[config.mk]
export PLATFORM = sky130hd
export DESIGN_NAME = alu16_top
export DESIGN_NICKNAME = d
export VERILOG_FILES = /design/src/rtl/alu16_pkg.sv /design/src/rtl/alu16_addsub.sv /design/src/rtl/alu16_shifter.sv /design/src/rtl/alu16_flagreg.sv /design/src/rtl/alu16_top.sv
export SDC_FILE = /design/constraint.sdc
export NUM_CORES = 1
export LEC_CHECK = 0
export ABC_AREA = 1
export BUFFER_PORTS_ARGS = -buffer_cell sky130_fd_sc_hd__buf_4
export CAP_MARGIN = 20
export CORE_UTILIZATION = 47
export CTS_CLUSTER_DIAMETER = 200
export DETAILED_ROUTE_END_ITERATION = 10
export PLACE_DENSITY = 0.78
export SYNTH_ARGS = -nofsm -noshare
export SYNTH_HDL_FRONTEND = slang
export SYNTH_HIERARCHICAL = 1
export SYNTH_SLANG_ARGS = --single-unit
[constraint.sdc]
create_clock -name clk -period 9.8 [get_ports clk]
set_clock_uncertainty 0.05 [all_clocks]
set_input_delay 1.96 -clock clk [delete_from_list [all_inputs] [get_ports clk]]
set_output_delay 1.96 -clock clk [all_outputs]
set_load 0.005 [all_outputs]
[src/rtl/alu16_pkg.sv]
package alu16_pkg;

    typedef enum logic [3:0] {
        OP_ADD  = 4'd0,
        OP_CMP  = 4'd1,
        OP_NEG  = 4'd2,
        OP_AND  = 4'd3,
        OP_EOR  = 4'd4,
        OP_TST  = 4'd5,
        OP_ASR  = 4'd6,
        OP_MOVR = 4'd7,
        OP_MOVI = 4'd8
    } alu_op_e;

    localparam int FLAG_N = 3;
    localparam int FLAG_Z = 2;
    localparam int FLAG_C = 1;
    localparam int FLAG_V = 0;

endpackage

[src/rtl/alu16_addsub.sv]
module alu16_addsub #(
    parameter int W = 16
) (
    input  logic [W-1:0] a,
    input  logic [W-1:0] b,
    input  logic         sub,
    output logic [W-1:0] sum,
    output logic         carry,
    output logic         ovf
);
    logic [W-1:0] b_eff;
    logic [W:0]   wide;

    always_comb begin
        b_eff = sub ? ~b : b;
        wide  = {1'b0, a} + {1'b0, b_eff} + {{W{1'b0}}, sub};
        sum   = wide[W-1:0];
        carry = wide[W];
        ovf   = (a[W-1] == b_eff[W-1]) && (sum[W-1] != a[W-1]);
    end
endmodule

[src/rtl/alu16_shifter.sv]
module alu16_shifter #(
    parameter int W     = 16,
    parameter int AMT_W = 8
) (
    input  logic [W-1:0]     a,
    input  logic [AMT_W-1:0] amt,
    output logic [W-1:0]     res,
    output logic             cout,
    output logic             cvalid
);
    localparam int SHW = $clog2(W);

    logic [SHW-1:0] small_amt;
    logic [SHW-1:0] last_idx;
    logic           big;

    always_comb begin
        small_amt = amt[SHW-1:0];
        last_idx  = small_amt - 1'b1;
        big       = (amt >= AMT_W'(W));
        if (amt == '0) begin
            res    = a;
            cout   = 1'b0;
            cvalid = 1'b0;
        end else if (big) begin
            res    = {W{a[W-1]}};
            cout   = a[W-1];
            cvalid = 1'b1;
        end else begin
            res    = W'($signed(a) >>> small_amt);
            cout   = a[last_idx];
            cvalid = 1'b1;
        end
    end
endmodule

[src/rtl/alu16_flagreg.sv]
module alu16_flagreg #(
    parameter int NF = 4
) (
    input  logic          clk,
    input  logic          rst_n,
    input  logic          we,
    input  logic [NF-1:0] mask,
    input  logic [NF-1:0] nxt,
    output logic [NF-1:0] flags
);
    always_ff @(posedge clk or negedge rst_n) begin
        if (!rst_n)
            flags <= '0;
        else if (we)
            flags <= (flags & ~mask) | (nxt & mask);
    end


    masked_only_chk: assert property (@(posedge clk) disable iff (!rst_n)
        we |=> (((flags ^ $past(flags)) & ~$past(mask)) == '0));
endmodule

[src/rtl/alu16_top.sv]
module alu16_top
    import alu16_pkg::*;
#(
    parameter int W     = 16,
    parameter int IMM_W = 8,
    parameter int AMT_W = 8,
    parameter int NF    = 4
) (
    input  logic         clk,
    input  logic         rst_n,
    input  logic [15:0]  opa,
    input  logic [15:0]  opb,
    input  logic [3:0]   op,
    input  logic         flag_we,
    output logic [15:0]  result,
    output logic         wb_en,
    output logic [3:0]   flags
);
    alu_op_e         op_e;
    logic [W-1:0]    as_a;
    logic            as_sub;
    logic [W-1:0]    as_sum;
    logic            as_c;
    logic            as_v;
    logic [W-1:0]    sh_res;
    logic            sh_c;
    logic            sh_cv;
    logic [NF-1:0]   upd_mask;
    logic [NF-1:0]   nxt_flags;
    logic            c_new;
    logic            v_new;

    assign op_e   = alu_op_e'(op);
    assign as_a   = (op_e == OP_NEG) ? '0 : opa;
    assign as_sub = (op_e != OP_ADD);

    alu16_addsub #(.W(W)) u_addsub (
        .a(as_a), .b(opb), .sub(as_sub),
        .sum(as_sum), .carry(as_c), .ovf(as_v)
    );

    alu16_shifter #(.W(W), .AMT_W(AMT_W)) u_shift (
        .a(opa), .amt(opb[AMT_W-1:0]),
        .res(sh_res), .cout(sh_c), .cvalid(sh_cv)
    );

    always_comb begin
        result   = '0;
        wb_en    = 1'b0;
        upd_mask = '0;
        c_new    = 1'b0;
        v_new    = 1'b0;
        case (op_e)
            OP_ADD, OP_NEG: begin
                result = as_sum; wb_en = 1'b1;
                upd_mask = 4'b1111; c_new = as_c; v_new = as_v;
            end
            OP_CMP: begin
                result = as_sum;
                upd_mask = 4'b1111; c_new = as_c; v_new = as_v;
            end
            OP_AND: begin
                result = opa & opb; wb_en = 1'b1; upd_mask = 4'b1100;
            end
            OP_EOR: begin
                result = opa ^ opb; wb_en = 1'b1; upd_mask = 4'b1100;
            end
            OP_TST: begin
                result = opa & opb; upd_mask = 4'b1100;
            end
            OP_MOVR: begin
                result = opb; wb_en = 1'b1; upd_mask = 4'b1100;
            end
            OP_MOVI: begin
                result = {{(W-IMM_W){1'b0}}, opb[IMM_W-1:0]};
                wb_en = 1'b1; upd_mask = 4'b1100;
            end
            OP_ASR: begin
                result = sh_res; wb_en = 1'b1;
                upd_mask = {2'b11, sh_cv, 1'b0}; c_new = sh_c;
            end
            default: begin
                result = '0;
            end
        endcase
        nxt_flags = {result[W-1], (result == '0), c_new, v_new};
    end

    alu16_flagreg #(.NF(NF)) u_flags (
        .clk(clk), .rst_n(rst_n), .we(flag_we),
        .mask(upd_mask), .nxt(nxt_flags), .flags(flags)
    );


    flag_hold_chk: assert property (@(posedge clk) disable iff (!rst_n)
        !flag_we |=> $stable(flags));


    cmp_nowb_chk: assert property (@(posedge clk) disable iff (!rst_n)
        (op == 4'd1 || op == 4'd5) |-> !wb_en);


    movi_n_chk: assert property (@(posedge clk) disable iff (!rst_n)
        (flag_we && op == 4'd8) |=> !flags[FLAG_N]);


    asr_zero_c_chk: assert property (@(posedge clk) disable iff (!rst_n)
        (flag_we && op == 4'd6 && opb[7:0] == 8'd0) |=> (flags[FLAG_C] == $past(flags[FLAG_C])));


    asr_v_chk: assert property (@(posedge clk) disable iff (!rst_n)
        (flag_we && op == 4'd6) |=> (flags[FLAG_V] == $past(flags[FLAG_V])));


    logic_cv_chk: assert property (@(posedge clk) disable iff (!rst_n)
        (flag_we && (op == 4'd3 || op == 4'd4 || op == 4'd5 || op == 4'd7))
        |=> (flags[1:0] == $past(flags[1:0])));


    undef_op_chk: assert property (@(posedge clk) disable iff (!rst_n)
        (op > 4'd8) |=> (flags == $past(flags)));
endmodule

* Word-level counts from Yosys, hierarchy flattened *
Cells that the tools add are included.
Widths: inputs -> output; s select.

word-level totals
  flip-flop bits (word level) = 4
  output and inout port bits = 21

cells by class
  $lt $le $gt $ge = 2
  shift-type cells = 1
  bitwise operators = 7
  reduce and logical (&&, ||, !) cells = 9
  muxes and demuxes = 14
  add/sub/neg operators = 3
  equal/unequal tests = 10

operators by type and width
  kind                number
  $pmux 16 s6         1
  $mux 16             4
  $add 16x16->17      1
  $add 17x1->17       1
  $and 16x16->16      1
  $eq 4x3->1 const B  4
  $logic_not 16->1    1
  $not 16->16         1
  $sshr 16x4->16      1
  $xor 16x16->16      1
  $pmux 4 s3          1
  $and 4x4->4         2
  $eq 4x2->1 const B  2
  $ge 8x5->1 const B  1
  $logic_not 8->1     1
  $reduce_or 7->1     1
  $mux 1              6
  $lt 4x5->1 const B  1
  $reduce_or 5->1     1
  $bmux 1 s4          1
  $eq 4x1->1 const B  1
  $eq 4x4->1 const B  1
  $logic_not 4->1     1
  $not 4->4           1
  other kinds (9)     9

* Depth between registers and ports, before layout *
Gate-level depths: netlist of the first run.

  depth in word-level cells = 9
  depth in mapped cells = 28
  depth with buffers taken out = 26

* Modules after synthesis *
The synthesis of the first run kept the hierarchy.

modules (own cells, without submodules)
  module         instances  area each (sq um)  cells each
  alu16_top      1          1,307.5            282
  alu16_shifter  1          1,112.3            235
  alu16_addsub   1          1,084.8            173
  alu16_flagreg  1          170.2              21

* Worst setup path after synthesis of the first run *
Ideal clock, no wire load.

  kind = input-to-output
  start point = in op[3]
  end point = out result[15]
  arrival = 4.314 ns
  data required time = 7.790 ns
  path slack = 3.476 ns
  path buffers = 4
  cell stages on the path = 21
  path through = nor2_1 buf_2 nand2_1 buf_6 buf_2 xor2_1 ha_1 a21o_1 a21oi_1 nand2_4 nand2_4 nand2_1 nand2_1 nand2_1 nand2_1 nand2_1 inv_1 nand2_1 nor2_2 inv_1 buf_4

on the way
  word-level cells in the longest chain between the ends = 5
  elaborated cells on any way between the ends = 17
  those cells by class = add/sub (2); eq/ne (8); mux (3); reduce/logical (4)

RTL lines
  item                 line                text
  start, declared      alu16_top.sv:13     input logic [3:0] op,
  $reduce_bool 4->1 *  alu16_top.sv:35     assign as_sub = (op_e != OP_ADD);
  via as_sub           alu16_top.sv:21     logic as_sub;
  $mux 16              alu16_addsub.sv:15  b_eff = sub ? ~b : b;
  $add 16x16->17       alu16_addsub.sv:16  wide = {1'b0, a} + {1'b0, b_eff} + {{W{1'b0}}, sub};
  $add 17x1->17 *      alu16_addsub.sv:16
  via as_sum[15]       alu16_top.sv:22     logic [W-1:0] as_sum;
  $pmux 16 s6 *        alu16_top.sv:53     case (op_e)
  end, declared        alu16_top.sv:15     output logic [15:0] result,

The timed path passes the listed nets; every way through them passes the cells marked *.

* Worst setup path in the final report of the first run *
  start point = in op[3]
  end point = out result[11]

The elaborated chain is that of the path after synthesis.

==> results of run 1 <==
==> metal layers <==
metal	global-route usage	vias up
li1	-	2316
met1	0.3782	2095
met2	0.4936	183
met3	0.02357	25
met4	0.08065	0
met5	0	-
==> synthesized netlist by cell type <==
library cell  instances  share of area
nand2_1             238           0.24
nand3_1             108           0.15
inv_1               104           0.11
nor2_1               71          0.073
ha_1                 34           0.12
a21oi_1              25          0.034
xor2_1               23          0.055
nand2_2              14          0.024
o21ai_1              11          0.015
o21ai_0              10          0.014
buf_2                 9          0.012
inv_2                 9         0.0092
buf_4                 6          0.012
buf_6                 5          0.015
nor2_2                5         0.0085
dfrtp_1               4          0.027
nand2_4               4          0.012
o21bai_1              3         0.0061
xnor2_1               3         0.0072
a21o_1                2         0.0041
a21oi_2               2         0.0048
and2_4                2         0.0048
a211oi_1              1         0.0020
a32o_1                1         0.0027
clkbuf_1              1         0.0010
clkinv_2              1         0.0014
fa_1                  1         0.0054
inv_4                 1         0.0017
nand3_2               1         0.0027
nand3b_1              1         0.0020
nand4_1               1         0.0017
nor2_4                1         0.0031
nor2_8                1         0.0054
nor3_1                1         0.0014
nor3_4                1         0.0044
nor4_2                1         0.0034
o211ai_1              1         0.0020
o21a_1                1         0.0020
o21ai_2               1         0.0024
o22ai_2               1         0.0034
or2_2                 1         0.0017
==> layout make-up <==
cell class,count,area [um2]
tap,99,123.9
fill,806,3251
clock buffer,3,41.29
multi-input combinational,571,2992
sequential,4,100.1
timing repair buffer,61,465.4
inverter,115,435.4
==> cells by family after synthesis <==
group,synth area share
fa+ha+maj,0.1212
flops,0.02724
buf+inv,0.1593
compound gates,0.09227
simple gates,0.5380
xor+xnor,0.06197
==> worst max path at each step <==
stage	slack, ns	startpoint	endpoint	depth (start not counted)
3_5_place_dp	2.23	op[3]	result[11]	20
5_1_grt	1.87	op[3]	result[9]	21
2_1_floorplan	3.48	op[3]	result[15]	21
6_report	2.23	op[3]	result[11]	20
3_3_place_gp	2.38	op[3]	result[11]	19
4_1_cts	2.21	op[3]	result[11]	20
==> critical path: stages <==
cell	delay [ns]
buf_4	0.14
nor2_1	0.61
nand2_1	0.69
xnor2_1	0.51
inv_1	0.08
ha_1	0.18
a21oi_1	0.24
nand2_4	0.09
nand2_2	0.08
nand2_4	0.07
nand2_1	0.09
a21o_1	0.11
nand2_1	0.07
nand3_1	0.08
nand2_1	0.06
inv_1	0.05
nand2_1	0.05
nor2_1	0.15
inv_1	0.09
buf_4	0.14
==> power by group <==
group	switching (mW)	internal [mW]	leakage, nW
combinational	0.145	0.0878	2.45
sequential	0.000926	0.0183	0.0546
clock	0.00942	0.0263	0.0216
total	0.155	0.132	2.53
==> stage by stage <==
step	cells	worst slack (ns)	utilization
after floorplan	711	3.476	-
after global placement	849	2.385	0.5536
after detailed placement	849	2.233	0.5536
after CTS	852	2.211	0.5592
after global routing	853	1.867	0.5612
final	853	2.226	0.5612
==> out/metrics.cfg, run 1 <==
[route]
ant_nets = 0
drtIter0Drc = 345
route.vias.total = 4619
first_pass_iters = 5
wl_met2_um = 5631
met1_length_um = 5338
wl_per_cell_um = 14.12
drt-total-wl_um = 12050
drc = 0
dr.max_layer_used = met4
vias_per_cell = 5.415
dr_wl_met3_um = 761

[global_routing]
grt_max_degree = 33
grt_pass1_wl_um = 19580
grt_overflow_total = 0
grt_pass1_vias = 4288
antenna_found_initial = 0
grt_usage = 0.2859

[cts]
worstSkewPairLatency_ns = 0.21
cts_htree_levels = 1
clk_pin_slew_ns = 0.04
cts_root_buf = clkbuf_8
clk_path_buf_depth = 2
cts_sinks = 4
cts_setup_buffers = 0
cts_buffers = 3
ctsResizeCount = 0
hold_buffers = 0
cts_tree = built

[sta]
hold_ws_ns = 0.4227
post-route-period-util = 0.7728
rsz0062_at_grt = false
max_freq_mhz = 132.0
tightest_slew_ns = 0.8073
finalHoldViolations = 0
finalMaxSlewViolations = 0
fin_crit_ns = 7.574
slew_headroom = 0.4605
setup_violations = 0
totalNegativeSetupSlack_ns = 0

[final_layout]
drive_gt1_frac = 0.1472
final_common_cell = nand2_1
diodes = 0
area_growth_pct = 13.14
final_nets = 830
final_cell_mix = nand2_1, nand3_1, inv_1
layout.cell_area.non_filler_um2 = 4158

[synthesis]
syn_inst = 711
avgSynthCellArea_um2 = 5.168
ys_types = 41
ys_seq_area_frac = 0.02724
syn_area_um2 = 3675
yosysWarnings = 6
synth-seq-cells = 4
syn-num-nets = 785

[min_path]
holdPathStages = 2
hp-class = flip-flop to flip-flop

[place]
placed_cell_area_um2 = 4101
io_buffers = 59
routabilityCongestion = 0.9667
dp_hpwl_um = 9761

[critical_path]
start_kind = input port
endpoint_kind = output pin
rr_worst_depth = 2
worstPathRequired_ns = 7.79
rrSetupSlack_ns = 9.15
crit_fanout = 16
crit_type = input port to output pin
critPathArrivalTime_ns = 5.56

[die]
num_rows = 31
die_h_um = 90.43
core_um2 = 7408
fp.dieW_um = 90.43
dieArea_um2 = 8177
num_io_pins = 60
initial_core_util = 0.4960

[power_and_ir_drop]
p_per_area_nw_per_um2 = 69.16
peakVddDrop_mv = 0.04561
totalPowerFinal_mw = 0.2875
leakage_nw = 2.525

[run]
drv_cap = 0

[status]
outcome = complete, no violations

Power figures use the tool's default switching activity.
==> run 2: changes to the inputs <==
- clock period: 9.8 -> 7.2 ns (I/O delays scaled with it)
==> run 2 against run 1 <==
Flip-flop and latch count stayed put. Sequential power rose by 37%. Final cell count increased by 0.12%. Critical path type unchanged. Via count fell by 0.91%.
==> out/metrics.cfg, run 2 (synthesis results as in run 1) <==
[status]
outcome = complete, no violations  ; unchanged

[cts]
cts_tree = built  ; unchanged
clk_path_buf_depth = 2  ; unchanged
cts_buffers = 3  ; unchanged
cts_setup_buffers = 0  ; unchanged
clk_pin_slew_ns = 0.03  ; was 0.04 ns
cts_root_buf = clkbuf_8  ; unchanged
worstSkewPairLatency_ns = 0.22  ; was 0.21 ns
hold_buffers = 0  ; unchanged
cts_htree_levels = 1  ; unchanged
ctsResizeCount = 0  ; unchanged
cts_sinks = 4  ; unchanged

[final_layout]
drive_gt1_frac = 0.1483  ; was 0.1472
fillCellCount = 775  ; was 806
area_growth_pct = 13.35  ; was 13.14%
diodes = 0  ; unchanged
fin_util = 0.5622  ; was 0.5612
final_nets = 831  ; was 830
final_cell_mix = nand2_1, nand3_1, inv_1  ; unchanged
final_common_cell = nand2_1  ; unchanged

[route]
drc = 0  ; unchanged
drtIter0Drc = 284  ; was 345
vias_per_cell = 5.359  ; was 5.415
route.vias.total = 4577  ; was 4619
drt-total-wl_um = 12000  ; was 12050 um
first_pass_iters = 5  ; unchanged
wl_per_cell_um = 14.06  ; was 14.12 um
ant_nets = 0  ; unchanged

[global_routing]
grt_overflow_total = 0  ; unchanged
grt_pass1_vias = 4383  ; was 4288
grt_pass1_wl_um = 19840  ; was 19580 um
grt_max_degree = 33  ; unchanged
grt_usage = 0.2917  ; was 0.2859
antenna_found_initial = 0  ; unchanged

[sta]
setup_violations = 0  ; unchanged
totalNegativeSetupSlack_ns = 0  ; unchanged
finalHoldViolations = 0  ; unchanged
rsz0062_at_grt = false  ; unchanged
slew_headroom = 0.4835  ; was 0.4605
fin_crit_ns = 6.172
post-route-period-util = 0.8573
max_freq_mhz = 162.0
finalMaxSlewViolations = 0  ; unchanged
tightest_slew_ns = 0.7729  ; was 0.8073 ns

[power_and_ir_drop]
p_per_area_nw_per_um2 = 94.38  ; was 69.16 nW/um2
peakVddDrop_mv = 0.04572  ; was 0.04561 mV
leakage_nw = 2.530  ; was 2.525 nW

[place]
io_buffers = 59  ; unchanged
routabilityCongestion = 0.9228  ; was 0.9667
dp_hpwl_um = 9840  ; was 9761 um

[run]
drv_cap = 0  ; unchanged

[critical_path]
crit_start = op[1]  ; was op[3]
critPathArrivalTime_ns = 4.68  ; was 5.56 ns
worstPathRequired_ns = 5.71  ; was 7.79 ns
crit_fanout = 16  ; unchanged
endpoint_kind = output pin  ; unchanged
crit_type = input port to output pin  ; unchanged
start_kind = input port  ; unchanged

[die]
die_h_um = 90.43  ; unchanged
core_um2 = 7408  ; unchanged
fp.dieW_um = 90.43  ; unchanged
num_io_pins = 60  ; unchanged
dieArea_um2 = 8177  ; unchanged
initial_core_util = 0.4960  ; unchanged
num_rows = 31  ; unchanged

[min_path]
hp-class = flip-flop to flip-flop  ; unchanged

[run 2: cell count changes in the layout (fill, tap and decap cells not counted), sizes merged]
cell	before	now
buf	61	62
[run 2: metrics by stage]
step | worst slack, ns | std cells | instance area (um2) | total power, mW | hold slack, ns
after global placement | 1.209 | 850 | 4109 | 0.3315 | 0.4081
after detailed placement | 1.095 | 850 | 4109 | 0.3369 | 0.4162
final | 1.028 | 854 | 4165 | 0.3931 | 0.4262
after CTS | 1.095 | 853 | 4150 | 0.3878 | 0.4272
after global routing | 0.6868 | 854 | 4165 | 0.4325 | 0.4558
after floorplan | 1.916 | 711 | 3675 | 0.2380 | 0.4136
[run 2: layout make-up]
type | instances | area [um2] | share of cell area
flip-flops and latches | 4 | 100.1 | 0.02403
repair buffers | 62 | 473.0 | 0.1135
well taps | 99 | 123.9 | 0.02974
multi-input cells | 571 | 2992 | 0.7182
inverters | 115 | 435.4 | 0.1045
clock buffers | 3 | 41.29 | 0.009913
[run 2: worst max-delay path, stage by stage]
cell	delay, ns
buf_4	0.13
nor2_2	0.36
nand2_1	0.58
xor2_1	0.34
ha_1	0.39
a21oi_1	0.27
o21ai_1	0.16
a21oi_1	0.25
nand2_1	0.09
nand2_1	0.06
nand2_1	0.05
nand3_1	0.07
nand2_1	0.06
inv_1	0.04
nand2_1	0.04
nor2_1	0.16
inv_1	0.07
buf_4	0.13
[run 2: final timing paths]
path	end	slack, ns	cells past startpoint
min	flip-flop	0.43	2
max	result[14]	1.03	18
min reg2reg	flip-flop	0.43	2
max reg2reg	flip-flop	6.54	2
max in group asynchronous	asynchronous set/reset pin	6.04	1
min in group asynchronous	asynchronous set/reset pin	0.96	1
[run 2: layer usage]
| layer | GRT usage | wire length [um] | up-vias |
|---|---|---|---|
| li1 | - | - | 2315 |
| met4 | 0.08871 | 207 | 0 |
| met1 | 0.3648 | 5282 | 2071 |
| met3 | 0.03704 | 661 | 24 |
| met2 | 0.5172 | 5852 | 167 |
| met5 | 0 | 0 | - |
[run 2: power by group]
part	leakage [nW]	total (mW)	switching [mW]	internal, mW
clock	0.0216	0.0488	0.0130	0.0358
sequential	0.0546	0.0263	0.00148	0.0249
combinational	2.45	0.318	0.198	0.120
